[src/rtl/scsi_seq_pkg.sv]
package scsi_seq_pkg;

    typedef enum logic [3:0] {
        OP_NOP, OP_FLUSH, OP_CHIPRST, OP_BUSRST, OP_XFER, OP_CPLT,
        OP_MSGOK, OP_ATN, OP_SELA, OP_SELAS, OP_ENSEL, OP_UNK
    } op_e;

    localparam logic [7:0] ST_INT     = 8'h80;
    localparam logic [7:0] ST_CNTDONE = 8'h10;
    localparam logic [7:0] PH_CMD     = 8'h02;
    localparam logic [7:0] PH_STAT    = 8'h03;

    localparam logic [7:0] IR_FDONE   = 8'h08;
    localparam logic [7:0] IR_SVC     = 8'h10;
    localparam logic [7:0] IR_DISC    = 8'h20;
    localparam logic [7:0] IR_BRST    = 8'h80;

    localparam logic [2:0] STEP_IDLE  = 3'd0;
    localparam logic [2:0] STEP_DONE  = 3'd4;

    typedef struct packed {
        logic [7:0] status;
        logic [7:0] intr;
        logic [2:0] seq;
        logic       irq;
        logic [7:0] cmd;
        logic [7:0] busid;
        logic [7:0] cfg1;
        logic [2:0] tgt;
        logic       stop;
        logic       await_cmd;
        logic       err;
    } seq_state_t;

endpackage

[src/rtl/scsi_cmd_decode.sv]
module scsi_cmd_decode
    import scsi_seq_pkg::*;
(
    input  logic [6:0] opcode,
    output op_e        op
);
    always_comb begin
        unique case (opcode)
            7'h00:   op = OP_NOP;
            7'h01:   op = OP_FLUSH;
            7'h02:   op = OP_CHIPRST;
            7'h03:   op = OP_BUSRST;
            7'h10:   op = OP_XFER;
            7'h11:   op = OP_CPLT;
            7'h12:   op = OP_MSGOK;
            7'h1A:   op = OP_ATN;
            7'h42:   op = OP_SELA;
            7'h43:   op = OP_SELAS;
            7'h44:   op = OP_ENSEL;
            default: op = OP_UNK;
        endcase
    end
endmodule

[src/rtl/scsi_sel_timer.sv]
module scsi_sel_timer #(
    parameter int CYCLES = 3
) (
    input  logic clk,
    input  logic rst_n,
    input  logic start,
    output logic busy,
    output logic done
);
    localparam int CW = $clog2(CYCLES + 1);

    logic [CW-1:0] cnt_d, cnt_q;

    always_comb begin
        cnt_d = cnt_q;
        if (start)
            cnt_d = CW'(CYCLES);
        else if (cnt_q != '0)
            cnt_d = cnt_q - 1'b1;
    end

    always_ff @(posedge clk) begin
        if (!rst_n) cnt_q <= '0;
        else        cnt_q <= cnt_d;
    end

    assign busy = (cnt_q != '0);
    assign done = (cnt_q == CW'(1));


    cnt_bound_chk: assert property (@(posedge clk) disable iff (!rst_n)
        cnt_q <= CW'(CYCLES));


    no_restart_chk: assert property (@(posedge clk) disable iff (!rst_n)
        busy |-> !start);
endmodule

[src/rtl/scsi_cmd_seq.sv]
module scsi_cmd_seq
    import scsi_seq_pkg::*;
#(
    parameter int NDEV       = 8,
    parameter int SEL_CYCLES = 3,
    parameter int CMD_ADDR   = 3,
    parameter int BUSID_ADDR = 4,
    parameter int CFG1_ADDR  = 8,
    parameter int QUIET_BIT  = 6
) (
    input  logic            clk,
    input  logic            rst_n,
    input  logic            wr_en,
    input  logic [3:0]      wr_addr,
    input  logic [7:0]      wr_data,
    input  logic            intr_rd,
    input  logic [NDEV-1:0] dev_present,
    output logic [7:0]      status_o,
    output logic [7:0]      intr_o,
    output logic [2:0]      seq_o,
    output logic            irq_o,
    output logic [7:0]      cmd_o,
    output logic            dma_mode_o,
    output logic            busy_o,
    output logic            await_cmd_o,
    output logic            cmd_err_o
);
    localparam int TGT_W = (NDEV > 1) ? $clog2(NDEV) : 1;

    seq_state_t s_d, s_q;
    op_e        op;
    logic       busy, sel_done, sel_start, cmd_wr, accept, dma;

    scsi_cmd_decode u_dec (.opcode(wr_data[6:0]), .op(op));

    scsi_sel_timer #(.CYCLES(SEL_CYCLES)) u_tmr (
        .clk(clk), .rst_n(rst_n), .start(sel_start),
        .busy(busy), .done(sel_done)
    );

    assign cmd_wr = wr_en && (wr_addr == 4'(CMD_ADDR));
    assign accept = cmd_wr && !busy;
    assign dma    = wr_data[7];

    always_comb begin
        s_d       = s_q;
        sel_start = 1'b0;

        if (intr_rd) begin
            s_d.status[7] = 1'b0;
            s_d.irq       = 1'b0;
        end
        if (wr_en && wr_addr == 4'(BUSID_ADDR)) s_d.busid = wr_data;
        if (wr_en && wr_addr == 4'(CFG1_ADDR))  s_d.cfg1  = wr_data;
        if (cmd_wr && busy)                     s_d.err   = 1'b1;

        if (sel_done) begin
            s_d.irq = 1'b1;
            if (!dev_present[s_q.tgt[TGT_W-1:0]]) begin
                s_d.status = ST_INT;
                s_d.intr   = IR_DISC;
                s_d.seq    = STEP_IDLE;
            end else begin
                s_d.status    = s_q.stop ? (ST_INT | ST_CNTDONE | PH_CMD)
                                         : (ST_INT | ST_CNTDONE);
                s_d.intr      = IR_SVC | IR_FDONE;
                s_d.seq       = STEP_DONE;
                s_d.await_cmd = s_q.stop;
            end
        end

        if (accept) begin
            s_d.cmd = wr_data;
            unique case (op)
                OP_FLUSH: begin
                    s_d.intr = IR_FDONE;
                    s_d.seq  = STEP_IDLE;
                end
                OP_CHIPRST: begin
                    s_d     = '0;
                    s_d.err = s_q.err;
                end
                OP_BUSRST: begin
                    s_d.intr = IR_BRST;
                    if (!s_q.cfg1[QUIET_BIT]) s_d.irq = 1'b1;
                end
                OP_XFER: begin
                    if (dma) s_d.status[4] = 1'b0;
                    s_d.await_cmd = 1'b0;
                end
                OP_CPLT, OP_MSGOK: begin
                    if (dma) begin
                        s_d.status = ST_INT | ST_CNTDONE | PH_STAT;
                        s_d.intr   = IR_SVC | IR_FDONE;
                        s_d.seq    = STEP_DONE;
                    end
                    if (op == OP_MSGOK) begin
                        s_d.intr = IR_DISC;
                        s_d.seq  = STEP_IDLE;
                    end
                    s_d.irq = 1'b1;
                end
                OP_SELA, OP_SELAS: begin
                    sel_start = 1'b1;
                    s_d.tgt   = s_q.busid[2:0];
                    s_d.stop  = (op == OP_SELAS);
                end
                default: ;
            endcase
        end
    end

    always_ff @(posedge clk) begin
        if (!rst_n) s_q <= '0;
        else        s_q <= s_d;
    end

    assign status_o    = s_q.status;
    assign intr_o      = s_q.intr;
    assign seq_o       = s_q.seq;
    assign irq_o       = s_q.irq;
    assign cmd_o       = s_q.cmd;
    assign dma_mode_o  = s_q.cmd[7];
    assign busy_o      = busy;
    assign await_cmd_o = s_q.await_cmd;
    assign cmd_err_o   = s_q.err;


    sticky_err_chk: assert property (@(posedge clk) disable iff (!rst_n)
        s_q.err |=> s_q.err);


    drop_busy_chk: assert property (@(posedge clk) disable iff (!rst_n)
        (busy && cmd_wr) |=> ($stable(s_q.cmd) && s_q.err));


    quiet_busrst_chk: assert property (@(posedge clk) disable iff (!rst_n)
        (accept && op == OP_BUSRST && s_q.cfg1[QUIET_BIT] && !s_q.irq) |=> !s_q.irq);


    irq_fall_chk: assert property (@(posedge clk) disable iff (!rst_n)
        $fell(s_q.irq) |-> ($past(intr_rd) || $past(accept && op == OP_CHIPRST)));


    step_code_chk: assert property (@(posedge clk) disable iff (!rst_n)
        (s_q.seq == STEP_IDLE) || (s_q.seq == STEP_DONE));
endmodule

[config.mk]
export PLATFORM = sky130hd
export DESIGN_NAME = scsi_cmd_seq
export DESIGN_NICKNAME = d
export VERILOG_FILES = /design/src/rtl/scsi_seq_pkg.sv /design/src/rtl/scsi_cmd_decode.sv /design/src/rtl/scsi_sel_timer.sv /design/src/rtl/scsi_cmd_seq.sv
export SDC_FILE = /design/constraint.sdc
export NUM_CORES = 1
export LEC_CHECK = 0
export ABC_AREA = 1
export BUFFER_PORTS_ARGS = -buffer_cell sky130_fd_sc_hd__buf_2
export CORE_ASPECT_RATIO = 1.25
export CORE_UTILIZATION = 48
export DETAILED_ROUTE_END_ITERATION = 16
export GPL_ROUTABILITY_DRIVEN = 0
export PLACE_DENSITY = 0.76
export SYNTH_ARGS = -nofsm -noshare
export SYNTH_HDL_FRONTEND = slang
export SYNTH_SLANG_ARGS = --single-unit
[constraint.sdc]
create_clock -name clk -period 1.4 [get_ports clk]
set_input_delay 0.21 -clock clk [delete_from_list [all_inputs] [get_ports clk]]
set_output_delay 0.21 -clock clk [all_outputs]
set_load 0.02 [all_outputs]
# Word-level counts from Yosys, hierarchy flattened

Cells that the tools add are included.

ROM bits: 0
Flip-flop bits (word level): 52
Bits in writable memories: 0
Bits in latches: 0
Bits of input ports: 24
Logic and storage cells: 84
Output and inout bits: 32
Memories: 0

Magnitude comparators: 1
Eq/ne operators: 23
Reductions and logical operators: 15
Bitwise logic cells: 0
Div/mod/pow operators: 0
Shift-type cells: 0
$add $sub $neg: 1
$mul: 0
Muxes and demuxes: 32

Operator list:

| cell                 | number |
|---|---|
| $mux W50             | 1 |
| $pmux W4 S11         | 1 |
| $pmux W8 S4          | 1 |
| $eq A7 B5 Y1 const B | 4 |
| $mux W24             | 1 |
| $eq A7 B7 Y1 const B | 3 |
| $mux W20             | 1 |
| $mux W19             | 1 |
| $eq A4 B3 Y1 const B | 4 |
| $mux W16             | 1 |
| $mux W8              | 2 |
| $pmux W4 S2          | 2 |
| $eq A7 B2 Y1 const B | 2 |
| $eq A4 B2 Y1 const B | 3 |
| $eq A4 B4 Y1 const B | 3 |
| $mux W1              | 12 |
| $pmux W3 S2          | 2 |
| $mux W11             | 1 |
| $reduce_or A2 Y1     | 4 |
| $eq A7 B1 Y1 const B | 1 |
| $logic_not A7 Y1     | 1 |
| $mux W2              | 3 |
| $pmux W1 S3          | 2 |
| $reduce_bool A2 Y1   | 3 |
| other kinds (9)      | 13 |

# Longest topological paths before layout

Word-level depth: 8
Depth in mapped cells: 12
Depth with buffers taken out: 12

# Modules after synthesis

A second synthesis with hierarchy kept.

Cell total of the unflattened synthesis: 317
Area total of the unflattened synthesis: 2185.8 um2

By module, submodules not included:

| module          | times used | cells an instance | area each (um2) | seq. area each (um2) |
|---|---|---|---|---|
| scsi_cmd_seq    | 1          | 263               | 1878.1          | 760.7 |
| scsi_cmd_decode | 1          | 35                | 182.7           | 0.0 |
| scsi_sel_timer  | 1          | 19                | 125.1           | 40.0 |

# Least setup slack after synthesis

OpenSTA, ideal clock, no wires.

Path kind: reg2reg
Start: reg u_tmr.cnt_q[0]
End: reg s_q (netlist bit irq_o)
Data required time: 1280 ps
Cell stages (with the launch flop): 11
Library setup time: 120 ps
Buffers on the path: 0
Clock period less this slack: 1500 ps
Slack: -100 ps
Data arrival time: 1380 ps
Path through: dfxtp_1 inv_1 ha_1 nand3_2 clkinv_1 nand2_1 nand2_4 inv_2 o21ai_2 nand2_1 a21oi_2

Longest elaborated chain between the ends: 5
Elaborated cells between the ends (all ways): 8
Those cells by class: eq/ne: 1; mux: 4; reduce/logical: 3

RTL lines:

| item                   | line                 | text |
|---|---|---|
| start, declared        | scsi_sel_timer.sv:12 | `logic [CW-1:0] cnt_d, cnt_q;` |
| start signal, assigned | scsi_sel_timer.sv:24 | `else cnt_q <= cnt_d;` |
| $eq A2 B1 Y1           | scsi_sel_timer.sv:28 | `assign done = (cnt_q == CW'(1));` |
| $mux W20               | scsi_cmd_seq.sv:57   | `if (sel_done) begin` |
| $mux W1                | scsi_cmd_seq.sv:85   | `if (!s_q.cfg1[QUIET_BIT]) s_d.irq = 1'b1;` |
| $pmux W1 S3            | scsi_cmd_seq.sv:74   | `unique case (op)` |
| $mux W50 (*)           | scsi_cmd_seq.sv:72   | `if (accept) begin` |
| end signal, assigned   | scsi_cmd_seq.sv:114  | `if (!rst_n) s_q <= '0;` |
| end signal, assigned   | scsi_cmd_seq.sv:115  | `else s_q <= s_d;` |
| end, declared          | scsi_cmd_seq.sv:30   | `seq_state_t s_d, s_q;` |

Mark *: on every way between the ends. The rest lies on a longest branch, timed or not.
A chain may end at the register's enable or synchronous reset.

# Final worst setup path

Start: reg u_tmr.cnt_q[1]
End: reg s_q (netlist bit status_o[5])

Longest elaborated chain between the ends: 5
Elaborated cells between the ends (all ways): 8
Those cells by class: eq/ne: 1; mux: 4; reduce/logical: 3

RTL lines:

| item         | line                 | text |
|---|---|---|
| $eq A2 B1 Y1 | scsi_sel_timer.sv:28 |  |
| $mux W20     | scsi_cmd_seq.sv:57   |  |
| $mux W19     | scsi_cmd_seq.sv:92   | `if (dma) begin` |
| $pmux W3 S2  | scsi_cmd_seq.sv:74   |  |
| $mux W50 (*) | scsi_cmd_seq.sv:72   |  |

Marked as above.

==> results.tsv <==
metric	value	unit
end_kind	flop	
h-tree-depth	2	
critPathArrivalTime	1.59	ns
clock_skew	0.00456	ns
design_area	2930	sq um
fin_hold_ws	0.188	ns
io_buffers	55	
dp_slack	-0.173	ns
core_area	4460	sq um
post-route-min-period	1.41	ns
io_pins	56	
final_cell_mix	nand2_1, buf_2, dfxtp_1, buf_4, nor2_1	
fill_cells	409	
synth_area_per_cell	6.96	sq um
dpl.hpwl	3.75	mm
required	1.59	ns
grt_max_degree	15	
drive_above_1_share	0.417	
synth_top_family_by_area	simple AND/OR/NAND/NOR gates	
rsz0062_at_grt	yes	
final_util	0.657	
start_kind	flop	
synth_seq_area_share	0.353	
synth-compound-area-share	0.134	
path_max_fanout	4	
cts_buffers	5	
cts_root_buf	clkbuf_8	
setup_violations	4	
relSlewSlack	0.795	
initial_core_util	0.509	
grt_pass1_wl	7.91	mm
vias	2211	
yosys.area_share.simple	0.336	
post_drt_wl_per_cell	11.2	microns
drv_cap	0	
vdd_drop_max	0.523	mV
power.total	3.15	mW
synth_area	2270	sq um
regArea	807	sq um
p_leak	1.40	nW
drtIter0Drc	101	
period_share	1.01	
ant_nets	0	
synth-seq-cells	40	
cts_hold_buf	0	
worstSetupPathType	reg2reg	
fp.dieW	63.5	microns
grt_pass1_vias	1975	
worst_pin_slew	0.307	ns
grt.overflow.total	0	
clockBufferDepth	2	
placed_cell_area	2640	sq um
hp-class	in2reg	
setup_ws	-0.00773	ns
final_nets	418	
grt.total_usage	0.203	
dieArea	5010	sq um
finalHoldViolations	0	
synthCells	326	
layout_commonest_cell	nand2_1	
clk_pin_slew	0.08	ns
area_delta_synth_final	29.2	%
maxClockFrequency	710	MHz
violations	setup timing	
synthAdderAreaFrac	0.0110	
synth-xor-area-share	0	
drc_errors	0	
multi_input_comb_area	1220	sq um
muxShareOfSynthArea	0	
clkSinkCount	40	
diodes	0	
rows	27	
syn_nets	352	
ys_warn_count	0	
die_y	78.9	microns
drtPass1Iterations	4	
synthDistinctLibCells	28	
status	finished with violations	
cts_tree	done	
grt_antenna_before_repair	0	
wirelength	5.07	mm
power_density	1070	nW/um^2
slew_viol_final	0	
drt-vias-per-instance	4.90	
clkLatencyLatePin	0.29	ns
## cell families after synthesis
family	count (synthesis)
AO/OA/AOI/OAI	55
adder cells (fa/ha/maj)	2
buffers and inverters	72
flip-flops	40
AND/OR/NAND/NOR	157
## synth_stat cells
library cell	count	area, sq um
a21oi_1	29	145
a21oi_2	3	26.3
a31oi_1	1	6.26
buf_2	2	10.0
buf_4	27	203
clkbuf_1	3	11.3
clkinv_1	2	7.51
dfxtp_1	40	801
ha_1	2	25.0
inv_1	31	116
inv_2	6	22.5
inv_4	1	6.26
nand2_1	67	251
nand2_2	8	50.1
nand2_4	4	45.0
nand3_1	21	105
nand3_2	3	30.0
nand4_1	1	6.26
nand4_4	1	21.3
nor2_1	36	135
nor2_2	7	43.8
nor2_4	3	33.8
nor3_1	1	5.00
nor3b_1	4	30.0
o211ai_1	5	37.5
o21ai_0	16	80.1
o21ai_2	1	8.76
or2_2	1	6.26
## sequential cells by signal, summed over array words and instances, names as in the netlist
register     count
seq_o            3
cmd_o            8
await_cmd_o      1
status_o         8
u_tmr.cnt_q      2
intr_o           8
irq_o            1
cmd_err_o        1
s_q              8
## worst max-delay path, cell delays in order, from the launching register on
cell and delay, ns:
dfxtp_2 0.32, inv_2 0.07, ha_4 0.15, nand3_4 0.10, buf_6 0.16, nor2_4 0.10
inv_2 0.06, nor2_4 0.14, inv_4 0.07, nand2_4 0.09, nor3b_2 0.05
## metal layers
layer	track usage	vias to the layer above	share of wire
met1	0.203	999	0.41
met4	0.139	0	0.031
met2	0.369	58	0.51
met5	0	-	0
met3	0.0431	11	0.040
li1	-	1143	-
## where the power goes
| part | leakage (nW) | internal [mW] | switching [mW] |
|---|---|---|---|
| logic | 1.02 | 0.402 | 0.550 |
| clock network | 0.0541 | 0.527 | 0.393 |
| registers | 0.325 | 1.23 | 0.0483 |
| total | 1.40 | 2.15 | 0.992 |
## path summary, 6_finish.rpt
check                              startpoint                     end  slack [ns]  depth (start not counted)
setup / recovery  u_tmr.cnt_q[1]$_SDFFE_PN0P_  status_o[5]$_SDFF_PN0_      -0.008                         10
hold / removal                     wr_data[4]   cmd_o[4]$_SDFFE_PN0P_        0.19                          3
setup reg to reg  u_tmr.cnt_q[1]$_SDFFE_PN0P_  status_o[5]$_SDFF_PN0_      -0.008                         10
hold reg to reg          intr_o[6]$_SDFF_PN0_    intr_o[6]$_SDFF_PN0_        0.44                          2
## area by class of cell
cell class	instances	area share
Clock buffer	5	0.0235
Clock inverter	3	0.0145
Inverter	40	0.0551
Multi-Input combinational cell	215	0.417
Sequential cell	40	0.275
Tap cell	58	0.0248
Timing Repair Buffer	90	0.190
## per-stage QoR
step | TNS [ns] | std cells
global route | -0.365 | 451
CTS | -0.108 | 448
global placement | -2.37 | 439
detailed placement | -3.18 | 439
floorplan | 0 | 326
finish | -0.0183 | 451
## what timing repair did
action,in CTS,in global routing
endpoints found under the setup margin,24,27
cloned,1,0
pin swaps,3,11
buffers inserted,0,3
resized for setup,14,25
(Power assumes the default switching activity.)
